===== src/rtl/lsu_lane_unit.sv =====
module lsu_lane_unit #(
  parameter int AW = 32,
  parameter int DW = 32,
  parameter int OW = 16
) (
  input  logic          clk,
  input  logic          rst_n,
  input  logic          req_valid,
  input  logic          req_store,
  input  logic [1:0]    req_size,
  input  logic          req_unsigned,
  input  logic [AW-1:0] base_addr,
  input  logic [OW-1:0] offset,
  input  logic [DW-1:0] st_data,
  input  logic [DW-1:0] mem_rdata,
  output logic          mem_req,
  output logic          mem_store,
  output logic [AW-1:0] mem_addr,
  output logic [3:0]    byte_en,
  output logic [DW-1:0] mem_wdata,
  output logic          misalign,
  output logic [DW-1:0] ld_data
);

  logic [AW-1:0] ea;
  logic [1:0]    lo;
  logic          is_half, is_word, bad;
  logic [3:0]    lanes;
  logic [DW-1:0] placed;
  logic [1:0]    h_lo;
  logic          h_half, h_word, h_uns;
  logic [7:0]    pick_b;
  logic [15:0]   pick_h;

  assign ea      = base_addr + {{(AW-OW){offset[OW-1]}}, offset};
  assign lo      = ea[1:0];
  assign is_word = req_size[1];
  assign is_half = (req_size == 2'b01);
  assign bad     = (is_half & lo[0]) | (is_word & (lo != 2'b00));

  always_comb begin
    if (is_word)      lanes = 4'b1111;
    else if (is_half) lanes = lo[1] ? 4'b0011 : 4'b1100;
    else              lanes = 4'b1000 >> lo;
  end

  always_comb begin
    if (is_word)      placed = st_data;
    else if (is_half) placed = lo[1] ? {16'h0, st_data[15:0]} : {st_data[15:0], 16'h0};
    else              placed = {24'h0, st_data[7:0]} << (8 * (3 - lo));
  end

  always_ff @(posedge clk or negedge rst_n) begin
    if (!rst_n) begin
      mem_req   <= 1'b0;
      mem_store <= 1'b0;
      mem_addr  <= '0;
      byte_en   <= 4'b0;
      mem_wdata <= '0;
      misalign  <= 1'b0;
      h_lo      <= 2'b0;
      h_half    <= 1'b0;
      h_word    <= 1'b0;
      h_uns     <= 1'b0;
    end else begin
      mem_req   <= req_valid & ~bad;
      mem_store <= req_valid & ~bad & req_store;
      misalign  <= req_valid & bad;
      byte_en   <= (req_valid & ~bad & req_store) ? lanes : 4'b0;
      if (req_valid) begin
        mem_addr  <= {ea[AW-1:2], 2'b00};
        mem_wdata <= req_store ? placed : '0;
        h_lo      <= lo;
        h_half    <= is_half;
        h_word    <= is_word;
        h_uns     <= req_unsigned;
      end
    end
  end

  assign pick_b = 8'(mem_rdata >> (8 * (3 - h_lo)));
  assign pick_h = h_lo[1] ? mem_rdata[15:0] : mem_rdata[31:16];

  always_comb begin
    if (h_word)      ld_data = mem_rdata;
    else if (h_half) ld_data = {{16{~h_uns & pick_h[15]}}, pick_h};
    else             ld_data = {{24{~h_uns & pick_b[7]}}, pick_b};
  end

endmodule


===== config.mk =====
export PLATFORM = sky130hd
export DESIGN_NAME = lsu_lane_unit
export DESIGN_NICKNAME = d
export VERILOG_FILES = /design/src/rtl/lsu_lane_unit.sv
export SDC_FILE = /design/constraint.sdc
export NUM_CORES = 1
export LEC_CHECK = 0
export CAP_MARGIN = 20
export CORE_MARGIN = 3
export CORE_UTILIZATION = 36
export CTS_BUF_LIST = sky130_fd_sc_hd__clkbuf_4 sky130_fd_sc_hd__clkbuf_8
export DETAILED_ROUTE_END_ITERATION = 12
export DONT_BUFFER_PORTS = 1
export PLACE_DENSITY = 0.55
export SYNTH_ARGS = -nofsm -noshare
export SYNTH_HDL_FRONTEND = slang
export SYNTH_SLANG_ARGS = --single-unit

===== constraint.sdc =====
create_clock -name clk -period 2 [get_ports clk]
set_clock_uncertainty 0.15 [all_clocks]
set_input_delay 0.3 -clock clk [delete_from_list [all_inputs] [get_ports clk]]
set_output_delay 0.3 -clock clk [all_outputs]
set_load 0.1 [all_outputs]

==> results.py, run 1 <==
metrics = {
    "logic_synthesis": {
        "ys_seq_area_share_pct": 33.5,
        "synth_edf_count": 0,
        "ys_ff_latch": 74,
        "netlist_instances": 612,
        "yosysWarnings": 0,
        "netlist_area_mm2": 0.00553,
        "yosysUniqueCellTypes": 66,
        "synthSimpleGateAreaFrac_pct": 15.9,
        "synth_mux_area_share_pct": 8.14,
        "synth_common_cells": "83 x nand2_1, 74 x dfrtp_1, 41 x a21oi_1, 41 x nor2_1, 31 x ha_1",
        "async_flop_share_pct": 100,
        "synth_top_area_share_pct": 33.5,
        "synthMostInstantiatedCell": "nand2_1",
        "synth_fa_ha_area_share_pct": 7.37,
        "synth_top_cell_by_area": "dfrtp_1",
        "synth_top_family_by_area": "compound AO/OA/AOI/OAI gates",
        "synth_top_flop_cell": "dfrtp_1",
        "synth-xor-area-share_pct": 2.85,
        "synth_compound_gate_area_share_pct": 29.2,
        "synth.area.top_cells": "dfrtp_1 33%, ha_1 7.0%, mux2_2 5.7%",
        "syn_area_per_cell_um2": 9.04,
    },
    "sta": {
        "setup_violations": 42,
        "max-slew-margin-rel_pct": 34.2,
        "worst_pin_slew_ps": 984,
        "fmax_ghz": 0.413,
        "fin_crit_sh_pct": 121,
        "hold_ws_ps": -518,
        "rsz0062_at_grt": "yes",
        "tns_ps": -13040,
        "drv_slew": 0,
        "setup_ws_ps": -424,
        "final-hold-violation-count": 74,
        "post-route-min-period_ps": 2420,
    },
    "cts": {
        "cts.clk_slew.worst_paths_ps": 90,
        "cts-root-buf": "clkbuf_8",
        "cts.sink_count": 74,
        "insertion_delay_ps": 350,
        "hold_buffers": 34,
        "htreeDepth": 3,
        "cts_tree": "done",
        "numCtsBuffers": 9,
        "clock_path_buffers": 2,
    },
    "die": {
        "fp-row-count": 44,
        "chipWidth_um": 130,
        "core_mm2": 0.0148,
        "die_area_mm2": 0.0169,
        "io_pins": 222,
        "die_h_um": 130,
        "initial_core_util_pct": 37.4,
    },
    "placed_design": {
        "pre_cts_ws_ps": -562,
        "place.gp.congestion": 0.849,
        "io_buffer_count": 0,
        "dp_hpwl_um": 14100,
    },
    "detailed_routing": {
        "drc": 0,
        "viasPerCell": 5.62,
        "ant_nets": 0,
        "routed_wl_um": 19000,
        "drt-wirelength-per-cell_um": 18.8,
        "via_count": 5695,
        "drt_pre_antenna_iters": 5,
        "drt-initial-drc-count": 284,
    },
    "critical_path": {
        "ff2ff_path_depth": 4,
        "cp_num_buf_inv": 4,
        "arrival_ps": 1970,
        "crit_path_top_delay_cell": "dfrtp_1",
        "cp_max_fo": 10,
        "max_stage_delay_ps": 430,
        "crit_type": "flop to output port",
        "startpoint_type": "flop",
        "end_kind": "output port",
        "path_delay_family": "buffers and inverters",
        "path_depth": 7,
        "cp_common_cell": "buf_12",
        "cp_cell_sequence": "buf_4 -> buf_6 -> buf_12 -> mux2_4 -> a22oi_2 -> o21ai_4 -> buf_12",
        "cp_data_required_time_ps": 1550,
    },
    "layout": {
        "n_antenna_cell": 0,
        "final_layout_size_suffix_gt1_share_pct": 41.4,
        "design.final.nets": 976,
        "areaGrowthSynthToFinish_pct": 58.4,
    },
    "pwr": {
        "p_per_area_mw_per_mm2": 931,
        "ir_drop_mv": 0.573,
        "total_power_mw": 8.16,
        "p_leak_nw": 3.87,
    },
    "global_routing": {
        "grtUsageTotal_pct": 22.1,
        "antenna_found_initial": 0,
        "grt_pass1_wl_um": 29900,
        "grt_max_degree": 75,
        "grt_overflow": 0,
        "grt_pass1_vias": 5806,
    },
    "hold_path": {
        "min_path_type": "primary input to asynchronous set/reset pin",
    },
    "outcome": {
        "status": "complete, but fails checks",
        "violations": "hold timing, setup timing",
    },
    "run": {
        "cap_violations": 0,
    },
}
state kept, by name (all words and copies together) (netlist names):
| signal | flops |
|---|---|
| h_uns | 1 |
| mem_addr | 30 |
| mem_req | 1 |
| mem_wdata | 32 |
| h_word | 1 |
| h_lo | 2 |
| misalign | 1 |
| byte_en | 4 |
| mem_store | 1 |
| h_half | 1 |
cells by family after synthesis:
| family | Yosys count |
|---|---|
| adders and majority gates | 32 |
| xor gates and xnor gates | 18 |
| and+or+nand+nor | 192 |
| AOI/OAI and AO/OA | 212 |
| other | 1 |
| muxes | 41 |
| DFF | 74 |
| buffers and inverters | 42 |
layout by cell type (no fill, tap or decap), types with 10 or more instances in the layout:
| master | count |
|---|---|
| a21o_1 | 14 |
| a21oi_1 | 24 |
| a21oi_4 | 10 |
| a22o_1 | 24 |
| a22oi_1 | 17 |
| buf_12 | 24 |
| buf_4 | 172 |
| dfrtp_1 | 74 |
| dlygate4sd3_1 | 33 |
| ha_1 | 24 |
| mux2_2 | 20 |
| mux2i_1 | 10 |
| nand2_1 | 66 |
| nand2_8 | 12 |
| nor2_1 | 36 |
| nor2b_1 | 13 |
| o21ai_0 | 12 |
| o2bb2ai_1 | 24 |
| xnor2_1 | 14 |
layer usage:
layer  part of all wire, %  global-route usage, %  vias up
li1                      -                      -     2714
met1                    40                   27.1     2749
met2                    51                   38.5      201
met3                   7.3                   5.69       31
met4                   1.8                   5.99        0
met5                     0                      0        -
power by group:
group	internal (mW)	total (mW)	switching [mW]	leakage (nW)
Sequential	1.71	1.80	0.0958	0.933
Clock	0.573	1.17	0.600	0.0917
Combinational	1.62	5.18	3.56	2.85
Total	3.91	8.16	4.25	3.87
final cells by class:
cell class,count,area (µm²)
tap,184,230
sequential,74,1850
clock buffer,9,124
multi-input combinational,497,4250
inverter,7,26.3
timing repair buffer,236,2210
fill,1269,6040
clock inverter,6,67.6
stage by stage:
step / utilization, % / instance area, µm² / std cells
floorplan: - / 6110 / 613
global placement: 53.3 / 7900 / 953
detailed placement: 53.3 / 7900 / 953
CTS: 58.3 / 8630 / 1007
global route: 59.2 / 8770 / 1013
finish: 59.2 / 8770 / 1013
path summary, 6_finish.rpt:
path	start	slack (ps)	endpoint
worst max-delay path	h_lo[1]$_DFFE_PN0P_	-420	ld_data[1]
worst min-delay path	rst_n	-520	mem_addr[23]$_DFFE_PN0P_
worst max register to register	h_lo[1]$_DFFE_PN0P_	660	h_lo[1]$_DFFE_PN0P_
worst min register to register	mem_wdata[13]$_DFFE_PN0P_	340	mem_wdata[13]$_DFFE_PN0P_
max in group asynchronous	rst_n	2120	mem_addr[16]$_DFFE_PN0P_
min in group clk	st_data[9]	20	mem_wdata[9]$_DFFE_PN0P_
repair_timing:
action | CTS | global route
pin swaps | 10 | 30
setup buffers | 4 | 7
endpoints found under the hold margin | 134 | 74
gates resized for setup | 29 | 18
cloned | 1 | 0
setup endpoints to repair | 48 | 48
No activity file was read; power rests on OpenSTA's default activity.
==> run 2, diff against run 1 <==
--- a/config.mk
+++ b/config.mk
@@ -11,6 +11,7 @@
 export CTS_BUF_LIST = sky130_fd_sc_hd__clkbuf_4 sky130_fd_sc_hd__clkbuf_8
 export DETAILED_ROUTE_END_ITERATION = 12
 export DONT_BUFFER_PORTS = 1
+export MAX_ROUTING_LAYER = met4
 export PLACE_DENSITY = 0.55
 export SYNTH_ARGS = -nofsm -noshare
 export SYNTH_HDL_FRONTEND = slang
==> run 2 against run 1 <==
Compared with the run above:
- the flow still finishes with violations (hold timing, setup timing)
- count of clock-buffer cells in the layout is the same
- setup slack improved by 1.7 ps
- design area did not move
- highest routed layer unchanged
- critical path type unchanged
==> results.py, run 2 (synthesized netlist as in run 1, its figures left out) <==
metrics = {
    "outcome": {
        "status": "complete, but fails checks",
        "violations": "hold timing, setup timing",
    },
    "critical_path": {
        "path_delay_family": "buffers and inverters",
        "startpoint_type": "flop",
        "crit_path_top_delay_cell": "dfrtp_1",
        "end_kind": "output port",
        "cp_cell_sequence": "buf_4 -> buf_6 -> buf_12 -> mux2_4 -> a22oi_2 -> o21ai_4 -> buf_12",
        "cp_max_fo": 10,
        "cp_data_required_time_ps": 1550,
        "cp_num_buf_inv": 4,
        "cp_common_cell": "buf_12",
        "crit_type": "flop to output port",
        "arrival_ps": 1970,
        "max_stage_delay_ps": 430,
    },
    "pwr": {
        "p_clk_share_pct": 14.4,
        "p_per_area_mw_per_mm2": 931,
        "ir_drop_mv": 0.574,
        "p_leak_nw": 3.87,
        "pwr-share-seq_pct": 22.1,
        "p_comb_share_pct": 63.5,
        "p_sw_mw": 4.25,
        "switching_share_pct": 52.1,
        "power.internal_mw": 3.90,
    },
    "global_routing": {
        "grt_pass1_wl_um": 29900,
        "grt_pass1_vias": 5810,
        "grt_overflow": 0,
        "antenna_found_initial": 0,
        "grtUsageTotal_pct": 22.7,
        "grt_max_degree": 75,
    },
    "detailed_routing": {
        "drc": 0,
        "drt_pre_antenna_iters": 5,
        "drt-wirelength-per-cell_um": 18.7,
        "viasPerCell": 5.63,
        "drt-initial-drc-count": 286,
        "ant_nets": 0,
        "via_count": 5706,
        "routed_wl_um": 19000,
    },
    "sta": {
        "post-route-min-period_ps": 2420,
        "worst_pin_slew_ps": 971,
        "final-hold-violation-count": 74,
        "fmax_ghz": 0.413,
        "setup_violations": 42,
        "setup_ws_ps": -422,
        "fin_crit_sh_pct": 121,
        "drv_slew": 0,
        "tns_ps": -13030,
        "hold_ws_ps": -519,
        "rsz0062_at_grt": "yes",
        "max-slew-margin-rel_pct": 35.0,
    },
    "cts": {
        "hold_buffers": 34,
        "clock_path_buffers": 2,
        "cts-root-buf": "clkbuf_8",
        "htreeDepth": 3,
        "insertion_delay_ps": 350,
        "numCtsBuffers": 9,
        "cts.sink_count": 74,
        "cts.clk_slew.worst_paths_ps": 80,
        "cts_tree": "done",
    },
    "layout": {
        "layout_commonest_cell": "buf_4",
        "reg_top3": "mem_wdata: 32 flops, mem_addr: 30 flops, byte_en: 4 flops",
        "design_area_mm2": 0.00877,
        "n_antenna_cell": 0,
        "final_layout_size_suffix_gt1_share_pct": 41.4,
        "nFillCells": 1269,
        "layout_common_cells": "172 x buf_4, 74 x dfrtp_1, 66 x nand2_1",
        "design.final.nets": 976,
        "regMostFlops": "mem_wdata",
        "areaGrowthSynthToFinish_pct": 58.4,
        "largest_register_ffs": 32,
    },
    "die": {
        "fp-row-count": 44,
        "die_area_mm2": 0.0169,
        "die_h_um": 130,
        "initial_core_util_pct": 37.4,
        "core_mm2": 0.0148,
        "io_pins": 222,
        "chipWidth_um": 130,
    },
    "placed_design": {
        "place_area_mm2": 0.00790,
        "io_buffer_count": 0,
        "place.gp.congestion": 0.862,
        "dp_hpwl_um": 14100,
    },
    "hold_path": {
        "min_path_type": "primary input to asynchronous set/reset pin",
    },
    "run": {
        "cap_violations": 0,
    },
}
run 2: cell counts in the layout (fill, tap and decap cells not counted):
Identical to the previous run, type by type.
run 2: through the flow:
| stage | worst slack (ps) | power (mW) | utilization, % | hold slack (ps) | std cells |
|---|---|---|---|---|---|
| 4_1_cts | -439 | 8.16 | 58.3 | -542 | 1007 |
| 3_3_place_gp | -510 | 6.71 | 53.3 | -144 | 953 |
| 6_report | -422 | 8.16 | 59.2 | -519 | 1013 |
| 5_1_grt | -503 | 8.51 | 59.2 | -553 | 1013 |
| 2_1_floorplan | -419 | 5.52 | - | -146 | 613 |
| 3_5_place_dp | -562 | 6.75 | 53.3 | -144 | 953 |
run 2: worst paths after layout:
| path | startpoint | endpoint | slack [ps] | cells after the start |
|---|---|---|---|---|
| max | h_lo[1]$_DFFE_PN0P_ | ld_data[1] | -420 | 7 |
| min | rst_n | mem_wdata[15]$_DFFE_PN0P_ | -520 | 0 |
| max reg2reg | h_lo[1]$_DFFE_PN0P_ | h_lo[1]$_DFFE_PN0P_ | 660 | 4 |
| min reg2reg | mem_wdata[13]$_DFFE_PN0P_ | mem_wdata[13]$_DFFE_PN0P_ | 340 | 1 |
| max in group asynchronous | rst_n | mem_addr[16]$_DFFE_PN0P_ | 2110 | 0 |
| min in group clk | st_data[9] | mem_wdata[9]$_DFFE_PN0P_ | 20 | 2 |
run 2: power groups by stage:
stage          clock network, mW  logic [mW]  registers (mW)
2_1_floorplan                  0        2.19            3.33
3_3_place_gp                   0        4.89            1.82
3_5_place_dp                   0        4.92            1.83
4_1_cts                     1.22        5.13            1.80
5_1_grt                     1.28        5.40            1.83
6_report                    1.17        5.18            1.80
run 2: area by class of cell:
type	count	area [µm²]	area share, %
Multi-Input combinational cell	497	4250	48.5
Sequential cell	74	1850	21.1
Clock buffer	9	124	1.41
Tap cell	184	230	2.63
Timing Repair Buffer	236	2210	25.2
Inverter	7	26.3	0.300
Clock inverter	6	67.6	0.771
run 2: metal layers:
| layer | part of all wire [%] | vias to the layer above | global-route usage, % |
|---|---|---|---|
| li1 | - | 2719 | - |
| met1 | 40 | 2742 | 27.3 |
| met2 | 51 | 215 | 38.4 |
| met3 | 7.2 | 30 | 5.49 |
| met4 | 1.8 | 0 | 5.99 |
| met5 | 0 | - | - |
run 2: timing repair:
action	CTS	global route
setup buffers	4	7
cloned	1	0
hold endpoints to repair	134	74
pin swaps	10	30
endpoints found under the setup margin	48	48
resized for setup	29	18
